### src/rtl/frac_baud_pkg.sv
// Package: frac_baud_pkg
// Holds the default widths shared by the fractional baud-rate generator
// modules. Assumes the oversampling ratio is a power of two.
package frac_baud_pkg;
    localparam int DEF_INT_W  = 16;  // integer divisor width
    localparam int DEF_FRAC_W = 6;   // fractional divisor width (1/64 steps)
    localparam int DEF_LCR_W  = 8;   // line-control byte width
    localparam int DEF_OVS    = 16;  // oversampling ticks per bit
endpackage

### src/rtl/baud_cfg_stage.sv
// Module: baud_cfg_stage
// Staging and active configuration registers. Integer and fraction writes
// land in staging registers only. A line-control write copies both staged
// values and the new line-control byte into the active set in one cycle and
// raises a one-cycle restart. Assumes strobes are synchronous to clk.
module baud_cfg_stage #(
    parameter int INT_W  = frac_baud_pkg::DEF_INT_W,
    parameter int FRAC_W = frac_baud_pkg::DEF_FRAC_W,
    parameter int LCR_W  = frac_baud_pkg::DEF_LCR_W
) (
    input  logic              clk,
    input  logic              rst_n,
    input  logic              int_wr,
    input  logic [INT_W-1:0]  int_wdata,
    input  logic              frac_wr,
    input  logic [FRAC_W-1:0] frac_wdata,
    input  logic              lcr_wr,
    input  logic [LCR_W-1:0]  lcr_wdata,
    output logic [INT_W-1:0]  act_int,
    output logic [FRAC_W-1:0] act_frac,
    output logic [LCR_W-1:0]  act_lcr,
    output logic              restart
);
    logic [INT_W-1:0]  stg_int;
    logic [FRAC_W-1:0] stg_frac;

    // Capture divisor writes into the staging registers.
    always_ff @(posedge clk) begin
        if (!rst_n) begin
            stg_int  <= '0;
            stg_frac <= '0;
        end else begin
            if (int_wr)  stg_int  <= int_wdata;
            if (frac_wr) stg_frac <= frac_wdata;
        end
    end

    // Commit the combined active register on a line-control write.
    always_ff @(posedge clk) begin
        if (!rst_n) begin
            act_int  <= '0;
            act_frac <= '0;
            act_lcr  <= '0;
            restart  <= 1'b0;
        end else begin
            restart <= lcr_wr;
            if (lcr_wr) begin
                act_int  <= stg_int;
                act_frac <= stg_frac;
                act_lcr  <= lcr_wdata;
            end
        end
    end

    assert_stage_hold_R2: assert property (@(posedge clk) disable iff (!rst_n)
        !lcr_wr |=> ($stable(act_int) && $stable(act_frac) && $stable(act_lcr)));

    assert_lcr_load_R3: assert property (@(posedge clk) disable iff (!rst_n)
        lcr_wr |=> (act_lcr == $past(lcr_wdata) && restart));
endmodule

### src/rtl/baud_frac_div.sv
// Module: baud_frac_div
// Fractional divider producing the oversampling tick. Each period lasts
// div_int cycles, plus one cycle when the 6-bit fraction accumulator carried
// at the end of the previous period. A restart clears the count, the
// accumulator and the pending extension. A zero integer part parks the
// divider. Assumes div_int and div_frac change only together with restart.
module baud_frac_div #(
    parameter int INT_W  = frac_baud_pkg::DEF_INT_W,
    parameter int FRAC_W = frac_baud_pkg::DEF_FRAC_W
) (
    input  logic              clk,
    input  logic              rst_n,
    input  logic              restart,
    input  logic [INT_W-1:0]  div_int,
    input  logic [FRAC_W-1:0] div_frac,
    output logic              tick
);
    logic [INT_W-1:0]  cnt;
    logic [FRAC_W-1:0] acc;
    logic              ext_q;
    logic [INT_W:0]    last_cnt;
    logic [FRAC_W:0]   acc_sum;
    logic              at_end;

    // Final count of the current period, widened so I-1+1 cannot wrap.
    always_comb begin
        last_cnt = {1'b0, div_int} - {{INT_W{1'b0}}, 1'b1} + {{INT_W{1'b0}}, ext_q};
        acc_sum  = {1'b0, acc} + {1'b0, div_frac};
        at_end   = ({1'b0, cnt} == last_cnt);
    end

    // Period counter, fraction accumulator and registered tick.
    always_ff @(posedge clk) begin
        if (!rst_n || restart) begin
            cnt   <= '0;
            acc   <= '0;
            ext_q <= 1'b0;
            tick  <= 1'b0;
        end else if (div_int == '0) begin
            cnt   <= '0;
            tick  <= 1'b0;
        end else if (at_end) begin
            cnt   <= '0;
            tick  <= 1'b1;
            acc   <= acc_sum[FRAC_W-1:0];
            ext_q <= acc_sum[FRAC_W];
        end else begin
            cnt   <= cnt + 1'b1;
            tick  <= 1'b0;
        end
    end

    assert_idle_zero_R7: assert property (@(posedge clk) disable iff (!rst_n)
        (div_int == '0) |=> !tick);

    assert_cnt_range_R5: assert property (@(posedge clk) disable iff (!rst_n)
        (div_int != '0 && !restart) |-> (cnt <= div_int));

    assert_tick_gap_R5: assert property (@(posedge clk) disable iff (!rst_n)
        (tick && div_int > 1 && !restart) |=> !tick);
endmodule

### src/rtl/baud_tick_div.sv
// Module: baud_tick_div
// Divides the oversampling tick by OVS to give the per-bit tick. The bit
// tick coincides with every OVS-th oversampling tick after a restart.
// Assumes OVS is a power of two of at least 2.
module baud_tick_div #(
    parameter int OVS = frac_baud_pkg::DEF_OVS
) (
    input  logic clk,
    input  logic rst_n,
    input  logic restart,
    input  logic tick16,
    output logic bit_tick
);
    localparam int SUB_W = $clog2(OVS);
    localparam logic [SUB_W-1:0] SUB_LAST = SUB_W'(OVS - 1);

    logic [SUB_W-1:0] sub;

    // Count oversampling ticks within one bit, cleared on restart.
    always_ff @(posedge clk) begin
        if (!rst_n || restart) begin
            sub <= '0;
        end else if (tick16) begin
            sub <= (sub == SUB_LAST) ? '0 : sub + 1'b1;
        end
    end

    // Bit tick rides on the last oversampling tick of each bit.
    always_comb bit_tick = tick16 && (sub == SUB_LAST);

    assert_sub_hold_R6: assert property (@(posedge clk) disable iff (!rst_n)
        (!tick16 && !restart) |=> $stable(sub));
endmodule

### src/rtl/frac_baud_gen.sv
// Module: frac_baud_gen
// Top of the fractional baud-rate generator: staged configuration, the
// fractional oversampling divider and the divide-by-OVS bit tick.
// Assumes all write strobes are synchronous single-cycle pulses.
module frac_baud_gen #(
    parameter int INT_W  = frac_baud_pkg::DEF_INT_W,
    parameter int FRAC_W = frac_baud_pkg::DEF_FRAC_W,
    parameter int LCR_W  = frac_baud_pkg::DEF_LCR_W,
    parameter int OVS    = frac_baud_pkg::DEF_OVS
) (
    input  logic              clk,
    input  logic              rst_n,
    input  logic              int_wr,
    input  logic [INT_W-1:0]  int_wdata,
    input  logic              frac_wr,
    input  logic [FRAC_W-1:0] frac_wdata,
    input  logic              lcr_wr,
    input  logic [LCR_W-1:0]  lcr_wdata,
    output logic              tick16,
    output logic              bit_tick,
    output logic [LCR_W-1:0]  line_ctrl
);
    logic [INT_W-1:0]  act_int;
    logic [FRAC_W-1:0] act_frac;
    logic              restart;

    baud_cfg_stage #(.INT_W(INT_W), .FRAC_W(FRAC_W), .LCR_W(LCR_W)) u_cfg (
        .clk(clk), .rst_n(rst_n),
        .int_wr(int_wr), .int_wdata(int_wdata),
        .frac_wr(frac_wr), .frac_wdata(frac_wdata),
        .lcr_wr(lcr_wr), .lcr_wdata(lcr_wdata),
        .act_int(act_int), .act_frac(act_frac), .act_lcr(line_ctrl),
        .restart(restart)
    );

    baud_frac_div #(.INT_W(INT_W), .FRAC_W(FRAC_W)) u_div (
        .clk(clk), .rst_n(rst_n), .restart(restart),
        .div_int(act_int), .div_frac(act_frac), .tick(tick16)
    );

    baud_tick_div #(.OVS(OVS)) u_bit (
        .clk(clk), .rst_n(rst_n), .restart(restart),
        .tick16(tick16), .bit_tick(bit_tick)
    );

    assert_bit_spacing_R6: assert property (@(posedge clk) disable iff (!rst_n)
        (bit_tick && !restart) |=> !bit_tick);

    assert_restart_quiet_R8: assert property (@(posedge clk) disable iff (!rst_n)
        restart |=> (!tick16 && !bit_tick));
endmodule

### config.mk
export PLATFORM = sky130hd
export DESIGN_NAME = frac_baud_gen
export DESIGN_NICKNAME = d
export VERILOG_FILES = /design/src/rtl/frac_baud_pkg.sv /design/src/rtl/baud_cfg_stage.sv /design/src/rtl/baud_frac_div.sv /design/src/rtl/baud_tick_div.sv /design/src/rtl/frac_baud_gen.sv
export SDC_FILE = /design/constraint.sdc
export NUM_CORES = 1
export LEC_CHECK = 0
export ABC_AREA = 1
export BUFFER_PORTS_ARGS = -buffer_cell sky130_fd_sc_hd__buf_2
export CORE_UTILIZATION = 29
export CTS_BUF_LIST = sky130_fd_sc_hd__clkbuf_16
export DETAILED_ROUTE_END_ITERATION = 10
export GPL_TIMING_DRIVEN = 0
export PLACE_DENSITY = 0.51
export SETUP_SLACK_MARGIN = 0.2
export SYNTH_ARGS = -nofsm -noshare
export SYNTH_HDL_FRONTEND = slang
export SYNTH_SLANG_ARGS = --single-unit
### constraint.sdc
create_clock -name clk -period 3 [get_ports clk]
set_input_delay 0.75 -clock clk [delete_from_list [all_inputs] [get_ports clk]]
set_output_delay 0.75 -clock clk [all_outputs]
set_load 0.03 [all_outputs]
==> summary.txt, run 1 <==
Yosys
  – Syn avg cell area: 6.891 um2
  – Yosys cell types: 33
  – Area of the mapped netlist: 0.004086 mm2
  – Seq cells post-synth: 81
  – Post-synth top area cell: dfxtp_1
  – Synth top area share: 0.3968
  – Sequential area share after synthesis: 0.3968
  – Synth Net Count: 639
  – Synth Instances: 593
  – Yosys warns: 0
  – Top cells by area, synth: dfxtp_1 40%, nor2_1 12%, nand2_1 9.9%

STA
  – Hold Violations, Final: 0
  – Fin Clk Skew: 3.854 ps
  – Setup Viol. Count Final: 0
  – Least-Margin Pin Slew: 621.9 ps
  – Final WS setup: 524.1 ps
  – RSZ-0062 raised after global routing: false
  – Setup TNS: 0 ps
  – Slew Viols, Final: 0
  – Crit path time final: 2476 ps
  – Max Clk Rate: 0.4039 GHz
  – Final worst path period share: 0.8253
  – Slew headroom: 0.5839

Floorplan
  – Die area: 0.01457 mm2
  – Core Region: 0.01383 mm2
  – Die W: 120.7 um
  – DIE HEIGHT: 120.7 um
  – Starting Density: 0.2955
  – I/O pin count: 45
  – FP Rows: 43

Global routing
  – Met3 Use GR: 0.03585
  – M2 GR Usage: 0.2450
  – Initial antenna violation count: 0
  – GRT busiest layer: met2
  – Tot GR Track Use: 0.1450
  – Global-route wire length before repair: 16.70 mm
  – Pin count of the biggest net entering global routing: 16
  – GR Layer Usage met1: 0.1787
  – Grt total ovfl: 0
  – Vias in the first global route: 3642

Setup path
  – Critical path arrival: 2710 ps
  – Critical Path End Type: register
  – Worst-path maximum fanout: 5
  – Worst EP required: 3240 ps
  – Setup crit start kind: register
  – Critical path type: reg2reg

Power and ir drop
  – Power consumption: 2.750 mW
  – PD cells: 566.5 mW/mm2
  – Static leakage: 2.256 nW
  – VDD IR max: 0.0002981 V
  – Net Sw Frac: 0.2731
  – Seq pwr share: 0.423
  – Clk pwr share: 0.440
  – Logic pwr share: 0.137
  – Switching power total: 0.7509 mW
  – Int Power: 1.999 mW

CTS
  – Post_cts resized: 0
  – Clock latency at the later pin of the worst-skew pair: 340 ps
  – H-tree levels: 3
  – Cts bufs inserted: 9
  – Hold buffer count at CTS: 0
  – CTS Buffer Depth: 2
  – # Post-CTS Setup Buffers: 0
  – Clk pin slew, worst setup/hold paths: 60 ps
  – CTS sink count: 81
  – Clock Root Buffer: clkbuf_16
  – CTS tree: built

Drt
  – ANT nets after route: 0
  – DRC viols: 0
  – Initial DRC count: 134
  – Via Count: 3679
  – Drt pass-1 iters: 7
  – Total Wirelength: 9.569 mm
  – Post-DR wirelength/cell: 11.50 um
  – Drt via density: 4.422

Place
  – Pre-CTS setup slack: 506.6 ps
  – Final HPWL DP: 7.539 mm
  – RePlAce Congestion: 0.8939
  – Number of port buffers: 43

Finish
  – Area Growth Syn to Fin: 18.77%
  – Most frequent cells in the layout: 135 x nor2_1, 108 x nand2_1, 81 x dfxtp_1, 64 x inv_1, 58 x o21ai_0
  – Share of layout cells above drive strength 1: 0.1288
  – Diodes inserted: 0
  – Most common cell after layout, fill and taps aside: nor2_1
  – Final #Nets: 693

Job
  – Max cap viols: 0

Worst hold path
  – Hold Path Class: reg2reg

Run status
  – Status: finished, final reports clean
[metal layers]
metal / up-vias / routed length, um
li1: 1982 / -
met1: 1623 / 4507
met2: 61 / 4550
met3: 13 / 346
met4: 0 / 164
met5: - / 0
[critical path, stage by stage, from the launching register on]
cell and delay [ps]:
dfxtp_1 310, inv_1 100, ha_1 270, ha_1 240, nand2_1 140, nor2_4 160
nand2_1 120, xnor2_1 180, nand2_1 70, nor2_1 80, nand3_1 120, nor2_1 200
nand2_1 180, nor2_1 150, nor2_1 60
[sequential cells by signal, summed over array words and instances (netlist names)]
signal          count
u_div.tick          1
u_bit.sub           4
u_cfg.act_frac      6
u_div.cnt          16
u_cfg.stg_frac      6
u_div.ext_q         1
u_cfg.act_int      16
u_cfg.act_lcr       8
u_div.acc           6
u_cfg.restart       1
u_cfg.stg_int      16
[kinds of logic (layout without fill, tap and decap cells)]
logic type	count (synthesis)	in the layout	share of synthesized area
XOR/XNOR	26	26	0.05573
buffers and inverters	83	142	0.07838
AND/OR/NAND/NOR	307	307	0.3295
flip-flops	81	81	0.3968
AO/OA/AOI/OAI	85	85	0.1041
adder cells (fa/ha/maj)	11	11	0.03552
[final cells by class]
type / instances / area [um2]
Buffer: 14 / 61.31
Inverter: 69 / 259.0
Tap cell: 180 / 225.2
Fill cell: 1457 / 8974
Sequential cell: 81 / 1622
Clock buffer: 9 / 225.2
Timing Repair Buffer: 43 / 215.2
Clock inverter: 7 / 101.3
Multi-Input combinational cell: 429 / 2145
[through the flow]
stage / hold WS, ps / util / area (um2) / cells
3_5_place_dp: 466.5 / 0.3274 / 4527 / 816
2_1_floorplan: 429.6 / - / 4086 / 593
6_report: 475.1 / 0.3510 / 4853 / 832
5_1_grt: 515.1 / 0.3510 / 4853 / 832
4_1_cts: 476.7 / 0.3510 / 4853 / 832
3_3_place_gp: 450.2 / 0.3274 / 4527 / 816
[final timing paths]
path / slack, ps / depth (start not counted) / from / to
min reg2reg: 480 / 1 / u_div.cnt[0] / u_div.cnt[0]
max reg2reg: 520 / 14 / u_div.ext_q / u_div.acc[4]
min: 480 / 1 / u_div.cnt[0] / u_div.cnt[0]
max: 520 / 14 / u_div.ext_q / u_div.acc[4]
[power by group through the flow]
| stage | clock network [mW] | registers, mW | logic [mW] |
|---|---|---|---|
| 6_report | 1.21 | 1.16 | 0.376 |
| 5_1_grt | 1.29 | 1.17 | 0.431 |
| 4_1_cts | 1.24 | 1.16 | 0.379 |
| 3_5_place_dp | 0 | 1.19 | 0.377 |
| 3_3_place_gp | 0 | 1.19 | 0.371 |
| 2_1_floorplan | 0 | 1.19 | 0.267 |
[synth_stat cells]
library cell	count
clkbuf_2	1
nor4_1	2
nor3b_1	2
nand2_4	1
nor3b_2	1
nand2_1	108
nor3_1	4
nor3_2	2
clkinv_1	1
o21ai_1	1
fa_1	1
nor2_4	3
inv_2	4
nand3_1	27
inv_1	64
nand3b_1	4
xnor2_1	11
dfxtp_1	81
buf_6	1
o21ai_0	58
xor2_1	15
ha_1	10
or2_2	2
nand4_1	6
nor2_1	135
nand4_2	1
nand2_2	3
nand3_2	3
a21oi_1	26
nor2_8	1
nor2_2	2
buf_1	1
clkbuf_1	11
No activity file was read; power rests on OpenSTA's default activity.
==> run 2, diff against run 1 <==
Clock period 3 ns to 2.5 ns, I/O delays scaled along.
==> run 2 against run 1 <==
Against the previous run: count of clock-buffer cells in the layout unchanged; sequential power rose by 21%; largest cell class unchanged; combinational power increased by 29%; worst setup slack got worse by 190 ps; non-clock buffer count is 5 higher; clock skew is 4.1 ps higher.
==> summary.txt, run 2 (synthesis gave the netlist of run 1 again) <==
Worst hold path
  – Hold Path Class: reg2reg

Floorplan
  – I/O pin count: 45
  – Core Region: 0.01383 mm2
  – Starting Density: 0.2955
  – DIE HEIGHT: 120.7 um
  – Die W: 120.7 um
  – Die area: 0.01457 mm2
  – FP Rows: 43

Run status
  – Status: finished, final reports clean

Setup path
  – CP Capture Point: u_div.acc[1]
  – Worst EP required: 2740 ps
  – Critical Path End Type: register
  – Worst-path maximum fanout: 4
  – Setup crit start kind: register
  – R2R cell count: 16
  – R2r endpoint: u_div.acc[1]
  – Critical path type: reg2reg
  – Critical path arrival: 2410 ps
  – Reg-to-reg slack, setup: 330 ps
  – R2R Path Start: u_div.ext_q
  – CP startpoint: u_div.ext_q

Global routing
  – Global-route wire length before repair: 16.86 mm
  – Initial antenna violation count: 0
  – Tot GR Track Use: 0.1463
  – Grt total ovfl: 0
  – Vias in the first global route: 3671
  – Pin count of the biggest net entering global routing: 16

CTS
  – Cts bufs inserted: 9
  – Clock Root Buffer: clkbuf_16
  – CTS tree: built
  – Clk pin slew, worst setup/hold paths: 60 ps
  – Clock latency at the later pin of the worst-skew pair: 340 ps
  – CTS Buffer Depth: 2
  – CTS sink count: 81
  – Hold buffer count at CTS: 0
  – H-tree levels: 3

Finish
  – Final #Nets: 698
  – Regs by FF count: u_cfg.act_int x16, u_cfg.stg_int x16, u_div.cnt x16
  – Share of layout cells above drive strength 1: 0.1598
  – Diodes inserted: 0
  – Most frequent cells in the layout: 131 x nor2_1, 105 x nand2_1, 79 x dfxtp_1, 62 x inv_1, 58 x o21ai_0
  – Area Growth Syn to Fin: 21.98%
  – Core Util, Final: 0.3605
  – Filler cells: 1448
  – Most common cell after layout, fill and taps aside: nor2_1

Drt
  – Via Count: 3729
  – Top sig layer: met4
  – Metal-1 WL: 4.625 mm
  – Drt via density: 4.455
  – Drt pass-1 iters: 4
  – DRC viols: 0
  – ANT nets after route: 0
  – WL met3: 364 um
  – Initial DRC count: 119
  – Post-DR wirelength/cell: 11.65 um
  – Total Wirelength: 9.747 mm
  – Met2 Wirelength: 4.650 mm

Power and ir drop
  – VDD IR max: 0.0003577 V
  – PD cells: 669.9 mW/mm2
  – Static leakage: 2.300 nW

Job
  – Max cap viols: 0

STA
  – Slew headroom: 0.5745
  – Final WS setup: 334.7 ps
  – Slew Viols, Final: 0
  – Least-Margin Pin Slew: 636.0 ps
  – Hold Violations, Final: 0
  – Fin Clk Skew: 7.933 ps
  – Final worst path period share: 0.8661
  – Setup TNS: 0 ps
  – Crit path time final: 2165 ps
  – Hold Slack: 476.1 ps
  – Setup Viol. Count Final: 0
  – RSZ-0062 raised after global routing: false
  – Max Clk Rate: 0.4618 GHz

Place
  – Final HPWL DP: 7.539 mm
  – RePlAce Congestion: 0.8939
  – Number of port buffers: 43
  – Pre-CTS setup slack: 6.606 ps
-- run 2: worst min path at each step --
stage / startpoint / to / slack, ps / cells after the start
6_report: u_div.cnt[0] / u_div.cnt[0] / 480 / 1
2_1_floorplan: u_div.cnt[0] / u_div.cnt[0] / 430 / 1
3_5_place_dp: u_div.cnt[0] / u_div.cnt[0] / 470 / 1
5_1_grt: int_wdata[11] / u_cfg.stg_int[11] / 500 / 3
4_1_cts: u_div.cnt[0] / u_div.cnt[0] / 480 / 1
3_3_place_gp: u_div.cnt[0] / u_div.cnt[0] / 450 / 1
-- run 2: cell type report --
type	count	area, um2	area share
well taps	180	225.2	0.04518
inverters	69	259.0	0.05196
multi-input cells	429	2236	0.4485
clock inverters	7	101.3	0.02033
repair buffers	48	252.7	0.05070
plain buffers	14	61.31	0.01230
clock buffers	9	225.2	0.04518
flip-flops and latches	81	1624	0.3258
-- run 2: through the flow --
step           std cells  power, mW  area (um2)
2_1_floorplan        593      1.751        4086
3_3_place_gp         816      1.869        4527
3_5_place_dp         816      1.877        4527
4_1_cts              835      3.352        4911
5_1_grt              837      3.506        4985
6_report             837      3.339        4985
-- run 2: worst max-delay path, stage by stage (launching register included) --
cell and delay (ps):
dfxtp_2 320, inv_2 100, ha_4 170, ha_4 140
nand2_2 80, nor2_4 160, buf_4 130, nor2_1 30
nor2_1 100, nand3_1 100, nor2_1 130, nand3_1 130
nor2_2 140, buf_4 130, nand3_1 60, nand2_1 80
nor2_1 40
-- run 2: what timing repair did --
item / 4_1_cts / 5_1_grt
gates resized for setup: 8 / 14
pin swaps: 5 / 7
setup buffers: 3 / 2
cloned: 0 / 0
setup endpoints to repair: 21 / 18
-- run 2: routing by layer --
metal | up-vias | track usage
li1 | 1993 | -
met1 | 1669 | 0.1793
met2 | 60 | 0.2500
met3 | 7 | 0.03585
met4 | 0 | 0.04707
met5 | - | 0
-- run 2: power breakdown --
group          total (mW)  switching [mW]  internal [mW]
clock network        1.46           0.571          0.887
registers            1.40          0.0444           1.35
logic               0.485           0.309          0.176
==> run 3, diff against run 2 <==
Settings changed: GPL_TIMING_DRIVEN 0 to unset.
==> run 3 against run 2 <==
Against the previous run: sequential power hardly changed; wire length is 1.7% higher; clock skew decreased by 1.4 ps; sequential share of layout area grew 0.22 points; clock power hardly changed; count of clock-buffer cells in the layout unchanged; fmax up 1.7%; register-to-register slack gained 40 ps; die area did not move; via count decreased by 1.2%; largest cell class unchanged; largest power group unchanged.
==> summary.txt, run 3 (synthesis gave the netlist of run 1 again) <==
Drt
  – ANT nets after route: 0
  – Initial DRC count: 144
  – Drt via density: 4.473
  – Drt pass-1 iters: 4
  – Via Count: 3686
  – Post-DR wirelength/cell: 12.03 um
  – Total Wirelength: 9.913 mm
  – DRC viols: 0

CTS
  – Clk pin slew, worst setup/hold paths: 60 ps
  – # Post-CTS Setup Buffers: 0
  – Hold buffer count at CTS: 0
  – Clock latency at the later pin of the worst-skew pair: 340 ps
  – CTS Buffer Depth: 2
  – CTS sink count: 81
  – CTS tree: built
  – Clock Root Buffer: clkbuf_16
  – H-tree levels: 3
  – Cts bufs inserted: 9

Power and ir drop
  – PD cells: 672.0 mW/mm2
  – Logic pwr share: 0.146
  – Net Sw Frac: 0.2761
  – Int Power: 2.408 mW
  – Static leakage: 2.270 nW
  – Clk pwr share: 0.435
  – VDD IR max: 0.0002883 V
  – Seq pwr share: 0.420
  – Power consumption: 3.327 mW
  – Switching power total: 0.9187 mW

Setup path
  – Critical path arrival: 2360 ps
  – Crit path largest cell delay: 330 ps
  – Worst-path maximum fanout: 5
  – Worst path cell trace: inv_1 -> ha_4 -> ha_4 -> inv_1 -> nand2_1 -> nand2_1 -> nor2_1 -> nand2_1 -> nor2_1 -> nand3_1 -> nor2_2 -> nand3_2 -> nor2_4 -> nand2_4 -> nor2_2 -> nor2_1
  – Family with the most delay on the worst path: simple AND/OR/NAND/NOR gates
  – Slowest CP cell: dfxtp_2
  – Setup crit start kind: register
  – Crit path buffers/inverters: 2
  – Critical Path End Type: register
  – Worst EP required: 2730 ps
  – Critical path type: reg2reg

Finish
  – Most frequent cells in the layout: 128 x nor2_1, 106 x nand2_1, 79 x dfxtp_1, 63 x inv_1, 58 x o21ai_0
  – Core Util, Final: 0.3581
  – Final Non-Filler Cells: 824
  – Most common cell after layout, fill and taps aside: nor2_1
  – Regs by FF count: u_cfg.act_int x16, u_cfg.stg_int x16, u_div.cnt x16
  – Fin area: 0.004951 mm2
  – Share of layout cells above drive strength 1: 0.1615
  – Area Growth Syn to Fin: 21.16%
  – Final #Nets: 685
  – Diodes inserted: 0
  – Filler cells: 1462

Place
  – Number of port buffers: 44
  – Placed Area: 0.004508 mm2
  – Placed Cells: 808
  – RePlAce Congestion: 0.8642
  – Final HPWL DP: 7.489 mm

Job
  – Max cap viols: 0

Floorplan
  – Die W: 120.7 um
  – Core Region: 0.01383 mm2
  – Die area: 0.01457 mm2
  – Starting Density: 0.2955
  – FP Rows: 43
  – DIE HEIGHT: 120.7 um
  – I/O pin count: 45

STA
  – Hold Violations, Final: 0
  – Final worst path period share: 0.8513
  – Slew Viols, Final: 0
  – Setup TNS: 0 ps
  – Slew headroom: 0.6866
  – Max Clk Rate: 0.4699 GHz
  – Crit path time final: 2128 ps
  – Setup Viol. Count Final: 0
  – Fin Clk Skew: 6.497 ps
  – RSZ-0062 raised after global routing: false
  – Least-Margin Pin Slew: 469.6 ps

Global routing
  – Pin count of the biggest net entering global routing: 54
  – Tot GR Track Use: 0.1477
  – Global-route wire length before repair: 16.94 mm
  – Vias in the first global route: 3570
  – Grt total ovfl: 0
  – Initial antenna violation count: 0

Run status
  – Status: finished, final reports clean

Worst hold path
  – Hold Path Class: reg2reg
-- run 3: final timing paths --
| kind | from | endpoint | slack (ps) | cells past startpoint |
|---|---|---|---|---|
| worst max-delay path | u_div.ext_q | u_div.acc[4] | 370 | 16 |
| worst min register to register | u_div.cnt[0] | u_div.cnt[0] | 470 | 1 |
| worst max register to register | u_div.ext_q | u_div.acc[4] | 370 | 16 |
| worst min-delay path | u_div.cnt[0] | u_div.cnt[0] | 470 | 1 |
-- run 3: worst register-to-register path: stages, from the launching register on --
cell,delay (ps)
dfxtp_2,330
inv_1,70
ha_4,190
ha_4,270
inv_1,40
nand2_1,70
nand2_1,50
nor2_1,110
nand2_1,60
nor2_1,90
nand3_1,90
nor2_2,140
nand3_2,100
nor2_4,160
nand2_4,90
nor2_2,120
nor2_1,50
-- run 3: metal layers --
metal | wire (um) | GRT usage
met1 | 4765 | 0.1896
met5 | 0 | 0
met4 | 182 | 0.05247
met2 | 4602 | 0.2403
met3 | 363 | 0.03538
-- run 3: through the flow --
step	setup WS, ps	hold slack (ps)
after global placement	268.9	452.5
after CTS	233.5	484.4
after global routing	249.8	502.6
after floorplan	465.6	429.6
after detailed placement	162.7	470.0
final	371.7	472.0
-- run 3: power by group through the flow --
| stage | Clock (mW) | Sequential, mW | Combinational, mW |
|---|---|---|---|
| global placement | 0 | 1.42 | 0.451 |
| global route | 1.54 | 1.40 | 0.556 |
| detailed placement | 0 | 1.42 | 0.453 |
| finish | 1.45 | 1.40 | 0.485 |
| floorplan | 0 | 1.43 | 0.321 |
| CTS | 1.49 | 1.40 | 0.457 |
-- run 3: final cells by class --
class	count	area, um2	area share
Timing Repair Buffer	49	257.7	0.05206
Sequential cell	81	1624	0.3280
Inverter	69	259.0	0.05231
Clock buffer	9	225.2	0.04549
Clock inverter	7	101.3	0.02047
Tap cell	180	225.2	0.04549
Multi-Input combinational cell	429	2258	0.4562
-- run 3: what timing repair did --
action                                 in CTS  in global routing
gates resized for setup                     2                 25
gates cloned                                0                  0
endpoints found under the hold margin       0                  0
pin swaps                                   0                  4
setup endpoints to repair                  20                 23
